===== config.mk =====
export PLATFORM = sky130hd
export DESIGN_NAME = ext_bus_seq
export DESIGN_NICKNAME = d
export VERILOG_FILES = /design/src/rtl/ext_bus_pkg.sv /design/src/rtl/ebs_cfg.sv /design/src/rtl/ebs_area_dec.sv /design/src/rtl/ebs_fsm.sv /design/src/rtl/ext_bus_seq.sv
export SDC_FILE = /design/constraint.sdc
export NUM_CORES = 1
export LEC_CHECK = 0
export ABC_CLOCK_PERIOD_IN_PS = 2700
export CAP_MARGIN = 20
export CORE_AREA = 2 2 49 97
export CTS_BUF_LIST = sky130_fd_sc_hd__clkbuf_4
export CTS_CLUSTER_DIAMETER = 200
export CTS_CLUSTER_SIZE = 14
export DETAILED_ROUTE_END_ITERATION = 7
export DIE_AREA = 0 0 51 99
export PLACE_DENSITY = 0.83
export SLEW_MARGIN = 20
export SYNTH_ARGS = -nofsm -noshare
export SYNTH_HDL_FRONTEND = slang
export SYNTH_SLANG_ARGS = --single-unit
export TNS_END_PERCENT = 1

===== constraint.sdc =====
create_clock -name clk -period 2.7 [get_ports clk]
set_input_delay 0.81 -clock clk [delete_from_list [all_inputs] [get_ports clk]]
set_output_delay 0.81 -clock clk [all_outputs]
set_load 0.02 [all_outputs]

===== src/rtl/ext_bus_pkg.sv =====
`timescale 1ns/1ps
package ext_bus_pkg;

    typedef enum logic [2:0] {
        BUS_IDLE,
        RD_T1,
        RD_T2,
        RD_T3,
        TURN,
        WR_T1,
        WR_T2
    } bus_state_e;

endpackage


===== src/rtl/ebs_cfg.sv =====
`timescale 1ns/1ps
module ebs_cfg (
    input  logic clk,
    input  logic rst_n,
    input  logic cfg_we,
    input  logic cfg_idle_en,
    output logic idle_en
);
    logic en_q;

    // Turnaround insertion is on out of reset.
    always_ff @(posedge clk) begin
        if (!rst_n)
            en_q <= 1'b1;
        else if (cfg_we)
            en_q <= cfg_idle_en;
    end

    assign idle_en = en_q;
endmodule


===== src/rtl/ebs_area_dec.sv =====
`timescale 1ns/1ps
module ebs_area_dec #(
    parameter int ADDR_W    = 16,
    parameter int NUM_AREAS = 4
) (
    input  logic [ADDR_W-1:0]    addr,
    input  logic                 active,
    output logic [NUM_AREAS-1:0] cs_n
);
    localparam int SEL_W = $clog2(NUM_AREAS);

    logic [SEL_W-1:0] sel;
    assign sel = addr[ADDR_W-1 -: SEL_W];

    for (genvar g = 0; g < NUM_AREAS; g++) begin : g_area
        assign cs_n[g] = !(active && (sel == SEL_W'(g)));
    end
endmodule


===== src/rtl/ebs_fsm.sv =====
`timescale 1ns/1ps
module ebs_fsm
    import ext_bus_pkg::*;
#(
    parameter int ADDR_W = 16,
    parameter int DATA_W = 8
) (
    input  logic              clk,
    input  logic              rst_n,
    input  logic              idle_en,
    input  logic              req_valid,
    input  logic              req_write,
    input  logic [ADDR_W-1:0] req_addr,
    input  logic [DATA_W-1:0] req_wdata,
    output logic              req_ready,
    input  logic [DATA_W-1:0] bus_din,
    output logic [ADDR_W-1:0] addr_q,
    output logic [DATA_W-1:0] wdata_q,
    output logic              cyc_active,
    output logic              rd_n,
    output logic              wr_n,
    output logic              doe,
    output logic              done,
    output logic [DATA_W-1:0] rdata
);
    bus_state_e state_q, state_d;
    logic       take;
    logic       done_q;
    logic [DATA_W-1:0] rdata_q;

    assign take = req_valid && req_ready;

    // Next-state selection
    always_comb begin
        state_d = state_q;
        unique case (state_q)
            BUS_IDLE: if (req_valid) state_d = req_write ? WR_T1 : RD_T1;
            RD_T1:    state_d = RD_T2;
            RD_T2:    state_d = RD_T3;
            RD_T3: begin
                if (!req_valid)     state_d = BUS_IDLE;
                else if (!req_write) state_d = RD_T1;
                else                 state_d = idle_en ? TURN : WR_T1;
            end
            TURN:     state_d = WR_T1;
            WR_T1:    state_d = WR_T2;
            WR_T2: begin
                if (!req_valid)     state_d = BUS_IDLE;
                else                 state_d = req_write ? WR_T1 : RD_T1;
            end
            default:  state_d = BUS_IDLE;
        endcase
    end

    // State register and request capture
    always_ff @(posedge clk) begin
        if (!rst_n) begin
            state_q <= BUS_IDLE;
            addr_q  <= '0;
            wdata_q <= '0;
            done_q  <= 1'b0;
            rdata_q <= '0;
        end else begin
            state_q <= state_d;
            if (take) begin
                addr_q  <= req_addr;
                wdata_q <= req_wdata;
            end
            done_q <= (state_q == RD_T3) || (state_q == WR_T2);
            if (state_q == RD_T3)
                rdata_q <= bus_din;
        end
    end

    // Outputs decoded from the state
    always_comb begin
        req_ready  = 1'b0;
        cyc_active = 1'b0;
        rd_n       = 1'b1;
        wr_n       = 1'b1;
        doe        = 1'b0;
        unique case (state_q)
            BUS_IDLE: req_ready = 1'b1;
            RD_T1, RD_T2: begin
                cyc_active = 1'b1;
                rd_n       = 1'b0;
            end
            RD_T3: begin
                cyc_active = 1'b1;
                rd_n       = 1'b0;
                req_ready  = 1'b1;
            end
            TURN: ;
            WR_T1: begin
                cyc_active = 1'b1;
                doe        = 1'b1;
            end
            WR_T2: begin
                cyc_active = 1'b1;
                doe        = 1'b1;
                wr_n       = 1'b0;
                req_ready  = 1'b1;
            end
            default: ;
        endcase
    end

    assign done  = done_q;
    assign rdata = rdata_q;
endmodule


===== src/rtl/ext_bus_seq.sv =====
`timescale 1ns/1ps
module ext_bus_seq #(
    parameter int ADDR_W    = 16,
    parameter int DATA_W    = 8,
    parameter int NUM_AREAS = 4
) (
    input  logic                 clk,
    input  logic                 rst_n,
    input  logic                 cfg_we,
    input  logic                 cfg_idle_en,
    input  logic                 req_valid,
    output logic                 req_ready,
    input  logic                 req_write,
    input  logic [ADDR_W-1:0]    req_addr,
    input  logic [DATA_W-1:0]    req_wdata,
    output logic                 rsp_done,
    output logic [DATA_W-1:0]    rsp_rdata,
    output logic [ADDR_W-1:0]    bus_addr,
    output logic [NUM_AREAS-1:0] bus_cs_n,
    output logic                 bus_rd_n,
    output logic                 bus_wr_n,
    output logic                 bus_doe,
    output logic [DATA_W-1:0]    bus_dout,
    input  logic [DATA_W-1:0]    bus_din
);
    logic idle_en_q;
    logic cyc_active;

    ebs_cfg u_cfg (
        .clk         (clk),
        .rst_n       (rst_n),
        .cfg_we      (cfg_we),
        .cfg_idle_en (cfg_idle_en),
        .idle_en     (idle_en_q)
    );

    ebs_fsm #(.ADDR_W(ADDR_W), .DATA_W(DATA_W)) u_fsm (
        .clk        (clk),
        .rst_n      (rst_n),
        .idle_en    (idle_en_q),
        .req_valid  (req_valid),
        .req_write  (req_write),
        .req_addr   (req_addr),
        .req_wdata  (req_wdata),
        .req_ready  (req_ready),
        .bus_din    (bus_din),
        .addr_q     (bus_addr),
        .wdata_q    (bus_dout),
        .cyc_active (cyc_active),
        .rd_n       (bus_rd_n),
        .wr_n       (bus_wr_n),
        .doe        (bus_doe),
        .done       (rsp_done),
        .rdata      (rsp_rdata)
    );

    ebs_area_dec #(.ADDR_W(ADDR_W), .NUM_AREAS(NUM_AREAS)) u_dec (
        .addr   (bus_addr),
        .active (cyc_active),
        .cs_n   (bus_cs_n)
    );
endmodule


==> results.toml, run 1 <==
[layout]
fin_area_sq_mm = 0.002519
antenna_cells = 0
fill_cells = 385
syn_to_final_growth_pct = 51.01
mostFrequentLayoutCells = "77 x clkdlybuf4s50_1, 50 x nand2_1, 34 x mux2i_1, 34 x dfxtp_1, 8 x nor2b_1"
stdcell_count = 298
drive_gt1_share_pct = 7.377
layout_commonest_cell = "clkdlybuf4s50_1"
nets = 281

[clocking]
cts_setup_buffers = 0
cts_tree = "yes"
clkLatencyLatePin_ps = 340
clk_pin_slew_ps = 110
cts_root_buf = "clkbuf_4"
clock-sinks = 37
htree_levels = 2
cts.path.max_buffers = 2
cts_buffers = 5
cts.hold.buffers_added = 0

[yosys]
ys.warnings.count = 0
yosys.area_share.simple_pct = 20.86
seq_area_frac_synth_pct = 44.41
synth_top_family_by_area = "simple AND/OR/NAND/NOR gates"
synth_compound_area_share_pct = 4.876
yosys-mux-area-fraction_pct = 20.41
synthAdderAreaFrac_pct = 0
synth_xor_area_share_pct = 1.650
ys_types = 28
synth.avg_cell_area_sq_um = 9.869
synthesis.nets = 207
syn_area_sq_mm = 0.001668
synthCells = 169
synth-seq-cells = 37

[routing]
route.detailed.wl_per_inst_um = 12.36
viasPerCell = 4.557
met3_length_um = 136
ant_nets = 0
drc = 0
dr.max_layer_used = "met4"
drt_iter0_drc = 12
route.layer.met1.wl_mm = 1.377
drt_wl_total_mm = 3.683
firstDrtPassIters = 4
vias = 1358
wl_met2_mm = 2.043

[power]
vdd_drop_max_mv = 0.4758
cellLeakagePower_nw = 1.009
power_density_mw_per_mm2 = 593.3

[placement]
port_buffers = 78
gp_congestion = 0.6902
dpl_cell_area_sq_mm = 0.002412
dp_hpwl_mm = 2.682
dp_cells = 290
dp_slack_ps = 331.4

[die]
die_w_um = 51
dieArea_sq_mm = 0.005049
rows = 34
die_h_um = 99
start_util_pct = 38.82
io_pins = 79
core-area_sq_mm = 0.004297

[worst_setup_path]
end_kind = "output pin"
start_kind = "register"
crit_type = "reg -> out"
crit_fanout = 10
required_ps = 1890
cp.arrival_ps = 1770

[timing]
slew_viol_final = 0
setup_ws_ps = 120.8
fin_worst_skew_ps = 11.90
fin_setup_tns_ps = 0
setup_viol = 0
hold_slack_ps = 463.0
grt_setup_unrepaired = "false"
period_share_pct = 95.53
slew-limit-headroom_pct = 62.38
post-route-min-period_ps = 2579
tightest_slew_ps = 562.6
fmax_mhz = 387.7
hold_violations = 0

[grt]
grt-ovfl-total = 0
grt_max_degree = 62
antenna_found_initial = 0
first_global_vias = 1364
grt_pass1_wl_mm = 6.189
globalRouteTotalUtil_pct = 16.04

[hold_path]
hold_path_class = "reg -> reg"

[outcome]
outcome = "finished clean"

[job]
cap_violations = 0
==> power by group <==
group | internal [W] | total [W] | switching, W
registers | 0.000593 | 0.000632 | 0.0000388
clock network | 0.000287 | 0.000473 | 0.000187
logic | 0.000214 | 0.000389 | 0.000175
total | 0.00109 | 0.00149 | 0.000400
==> flip-flops by register name, summed over array words and instances, names as in the netlist <==
name	flops
u_fsm.done	1
u_fsm.rdata	8
u_fsm.addr_q	16
u_fsm.state_q	3
u_cfg.idle_en	1
u_fsm.wdata_q	8
==> worst paths after layout <==
kind,from,cells after the start,slack [ps],to
worst max-delay path,u_fsm.state_q[0]$_SDFFE_PN0P_,3,120,bus_cs_n[1]
worst min-delay path,u_fsm.wdata_q[0]$_SDFFE_PN0P_,2,460,u_fsm.wdata_q[0]$_SDFFE_PN0P_
worst max register to register,u_fsm.state_q[0]$_SDFFE_PN0P_,3,1320,u_fsm.rdata[5]$_SDFFE_PN0N_
worst min register to register,u_fsm.wdata_q[0]$_SDFFE_PN0P_,2,460,u_fsm.wdata_q[0]$_SDFFE_PN0P_
==> critical path: stages, from the launching register on <==
cell	delay, ps
dfxtp_2	410
or2_1	310
nand4b_1	120
clkdlybuf4s50_1	600
==> per-stage QoR <==
step | util [%] | total power [W]
floorplan | - | 0.0008706
global placement | 56.14 | 0.001031
detailed placement | 56.14 | 0.001038
CTS | 58.59 | 0.001521
global route | 58.62 | 0.001580
finish | 58.62 | 0.001494
==> synth_stat cells <==
cell | instances | area (sq um)
clkbuf_8 | 2 | 27.53
nand2b_1 | 3 | 18.77
o21ai_0 | 1 | 5.000
and2_1 | 1 | 6.260
dfxtp_1 | 37 | 740.7
dlygate4sd1_1 | 3 | 26.28
nand2_1 | 50 | 187.7
mux2i_1 | 34 | 340.3
nand3b_1 | 3 | 22.52
nand4bb_1 | 1 | 11.26
or2_0 | 1 | 6.260
buf_8 | 2 | 30.03
xor2_4 | 1 | 27.53
inv_1 | 1 | 3.750
nand4_1 | 1 | 6.260
nand4b_1 | 3 | 26.28
clkbuf_1 | 2 | 7.510
nor2b_1 | 8 | 50.05
a21bo_2 | 1 | 10.01
a21boi_0 | 2 | 15.01
buf_6 | 2 | 22.52
buf_4 | 1 | 7.510
a21oi_1 | 3 | 15.01
nand3_1 | 1 | 5.000
buf_2 | 1 | 5.000
o31ai_4 | 1 | 21.27
o21a_1 | 2 | 15.01
and2_2 | 1 | 7.510
==> what timing repair did <==
action | in CTS | in global routing
endpoints found under the setup margin | 7 | 7
resized for setup | 2 | 2
gates cloned | 0 | 0
pin swaps | 0 | 0
==> area by class of cell <==
type / count / area (sq um) / share of cell area (%)
repair buffers: 80 / 803.3 / 31.89
multi-input cells: 118 / 797.0 / 31.64
flip-flops and latches: 37 / 744.5 / 29.56
well taps: 54 / 67.56 / 2.683
clock inverters: 3 / 65.06 / 2.583
clock buffers: 5 / 37.54 / 1.490
inverters: 1 / 3.754 / 0.1490
==> cell families after synthesis <==
kind of cell / after synthesis
AO/OA/AOI/OAI: 10
XOR/XNOR: 1
buffers and inverters: 14
flip-flops: 37
multiplexers: 34
AND/OR/NAND/NOR: 73
==> layer usage <==
layer	global-route usage, %	vias to the layer above
li1	-	699
met1	15.74	603
met2	29.67	46
met3	2.727	10
met4	9.563	0
met5	0	-
No activity file was read; power rests on OpenSTA's default activity.
==> run 2, diff against run 1 <==
--- a/config.mk
+++ b/config.mk
@@ -5,14 +5,14 @@
 export SDC_FILE = /design/constraint.sdc
 export NUM_CORES = 1
 export LEC_CHECK = 0
-export ABC_CLOCK_PERIOD_IN_PS = 2700
+export ABC_CLOCK_PERIOD_IN_PS = 2100
 export CAP_MARGIN = 20
-export CORE_AREA = 2 2 49 97
+export CORE_AREA = 2 2 50 99
 export CTS_BUF_LIST = sky130_fd_sc_hd__clkbuf_4
 export CTS_CLUSTER_DIAMETER = 200
 export CTS_CLUSTER_SIZE = 14
 export DETAILED_ROUTE_END_ITERATION = 7
-export DIE_AREA = 0 0 51 99
+export DIE_AREA = 0 0 52 101
 export PLACE_DENSITY = 0.83
 export SLEW_MARGIN = 20
 export SYNTH_ARGS = -nofsm -noshare
==> constraint.sdc (replaced) <==
create_clock -name clk -period 2.1 [get_ports clk]
set_input_delay 0.63 -clock clk [delete_from_list [all_inputs] [get_ports clk]]
set_output_delay 0.63 -clock clk [all_outputs]
set_load 0.02 [all_outputs]
==> run 2 against run 1 <==
  * Total power up 11%
  * Register-to-register slack lost 680 ps
  * Via count is 3.8% higher
  * Critical path depth stayed put
  * Clock power is 29% lower
  * Die area grew 4.0%
  * Non-clock buffer count increased by 6
  * Combinational power rose by 32%
  * Wire length shrank 1.7%
  * Sequential power increased by 27%
  * Critical path type unchanged
==> results.toml, run 2 (synthesis results as in run 1) <==
[timing]
setup_viol = 0
grt_setup_unrepaired = "true"
tightest_slew_ps = 325.9
hold_violations = 0
fmax_mhz = 492.2
setup_ws_ps = 68.30
slew_viol_final = 0
fin_worst_skew_ps = 6.591
slew-limit-headroom_pct = 78.21
post-route-min-period_ps = 2032
period_share_pct = 96.75
hold_slack_ps = 463.0

[layout]
multi_input_area_sq_um = 797.0
fin_area_sq_mm = 0.002502
largest_reg_flops = 16
fill_cells = 407
mostFrequentLayoutCells = "67 x clkdlybuf4s50_1, 50 x nand2_1, 35 x dfxtp_1"
layout_commonest_cell = "clkdlybuf4s50_1"
syn_to_final_growth_pct = 50.04
stdcell_count = 305
fin_util_pct = 55.48
drive_gt1_share_pct = 10.40
regMostFlops = "u_fsm.addr_q"
regArea_sq_um = 743.2
antenna_cells = 0
nets = 287

[placement]
dp_slack_ps = -17.11
dpl_cell_area_sq_mm = 0.002471
gp_congestion = 0.7072
port_buffers = 78
dp_cells = 297
dp_hpwl_mm = 2.717

[grt]
grt_pass1_wl_mm = 6.161
grt-ovfl-total = 0
first_global_vias = 1437
globalRouteTotalUtil_pct = 15.12
antenna_found_initial = 0
grt_max_degree = 50

[worst_setup_path]
end_kind = "output pin"
required_ps = 1470
start_kind = "register"
ff2ff_path_depth = 5
cp.arrival_ps = 1400
crit_type = "reg -> out"
crit_fanout = 6

[routing]
vias = 1409
drt_iter0_drc = 13
met3_length_um = 364
viasPerCell = 4.620
wl_met2_mm = 1.664
ant_nets = 0
dr.max_layer_used = "met4"
firstDrtPassIters = 4
drc = 0
route.layer.met1.wl_mm = 1.539
route.detailed.wl_per_inst_um = 11.88
drt_wl_total_mm = 3.622

[clocking]
cts_buffers = 5
cts_tree = "yes"
cts.path.max_buffers = 2
cts_root_buf = "clkbuf_4"
cts_setup_buffers = 0
clkLatencyLatePin_ps = 330
cts.hold.buffers_added = 0
clk_pin_slew_ps = 110
clock-sinks = 37
htree_levels = 2

[power]
seqPwrFrac_pct = 48.6
vdd_drop_max_mv = 0.4210
p_clk_share_pct = 20.3
p_int_w = 0.001161
power_density_mw_per_mm2 = 661.8
cellLeakagePower_nw = 1.048
pwr-share-comb_pct = 31.1
p_switching_w = 0.0004952
swShare_pct = 29.90

[hold_path]
hold_path_class = "reg -> reg"
hold_path_depth = 2

[die]
io_pins = 79
dieArea_sq_mm = 0.005252
die_w_um = 52
start_util_pct = 36.98
rows = 35
die_h_um = 101
core-area_sq_mm = 0.004511

[outcome]
outcome = "finished clean"

[job]
cap_violations = 0
-- run 2: changes by cell type in the layout (fill, tap and decap cells not counted), moves of 2 or more --
| cell | change |
|---|---|
| clkdlybuf4s15_1 | +2 |
| buf_4 | +5 |
| clkbuf_2 | +5 |
| clkinv_1 | +2 |
| bufinv_16 | -2 |
| clkdlybuf4s50_1 | -10 |
| dlymetal6s2s_1 | +2 |
-- run 2: per-layer routing --
metal	track usage (%)	vias up
met3	5.193	7
met5	0	-
li1	-	716
met2	25.61	67
met1	17.30	619
met4	4.858	0
-- run 2: layout make-up --
type                    count  area share (%)
clock buffers               5           1.500
clock inverters             3          0.5000
inverters                   1          0.1500
multi-input cells         118           31.85
flip-flops and latches     37           29.70
well taps                  55           2.750
repair buffers             86           33.55
-- run 2: repair_timing --
item                                   in CTS  in global routing
endpoints found under the hold margin       0                  0
setup endpoints to repair                   8                  9
gates resized for setup                    15                 11
-- run 2: path summary, 6_finish.rpt --
path	from	to	slack (ps)
setup / recovery	u_fsm.state_q[0]$_SDFFE_PN0P_	bus_rd_n	70
hold / removal	u_fsm.addr_q[4]$_SDFFE_PN0P_	u_fsm.addr_q[4]$_SDFFE_PN0P_	460
setup reg to reg	u_fsm.state_q[2]$_SDFFE_PN0P_	u_fsm.rdata[0]$_SDFFE_PN0N_	640
hold reg to reg	u_fsm.addr_q[4]$_SDFFE_PN0P_	u_fsm.addr_q[4]$_SDFFE_PN0P_	460
-- run 2: power by group through the flow --
stage                     Clock (W)  Combinational (W)  Sequential [W]
after CTS                  0.000360           0.000525        0.000805
after detailed placement          0           0.000533        0.000820
after global routing       0.000387           0.000555        0.000814
after global placement            0           0.000524        0.000817
final                      0.000337           0.000515        0.000805
after floorplan                   0           0.000248        0.000872
-- run 2: critical path, stage by stage (launching register included) --
cell and delay (ps):
dfxtp_2 380, or2_1 300, nand2b_1 100, clkdlybuf4s15_1 300
-- run 2: through the flow --
step	setup TNS (ps)	power [W]
floorplan	0	0.001119
global placement	0	0.001341
detailed placement	-19.91	0.001353
CTS	0	0.001690
global route	-23.23	0.001757
finish	0	0.001656
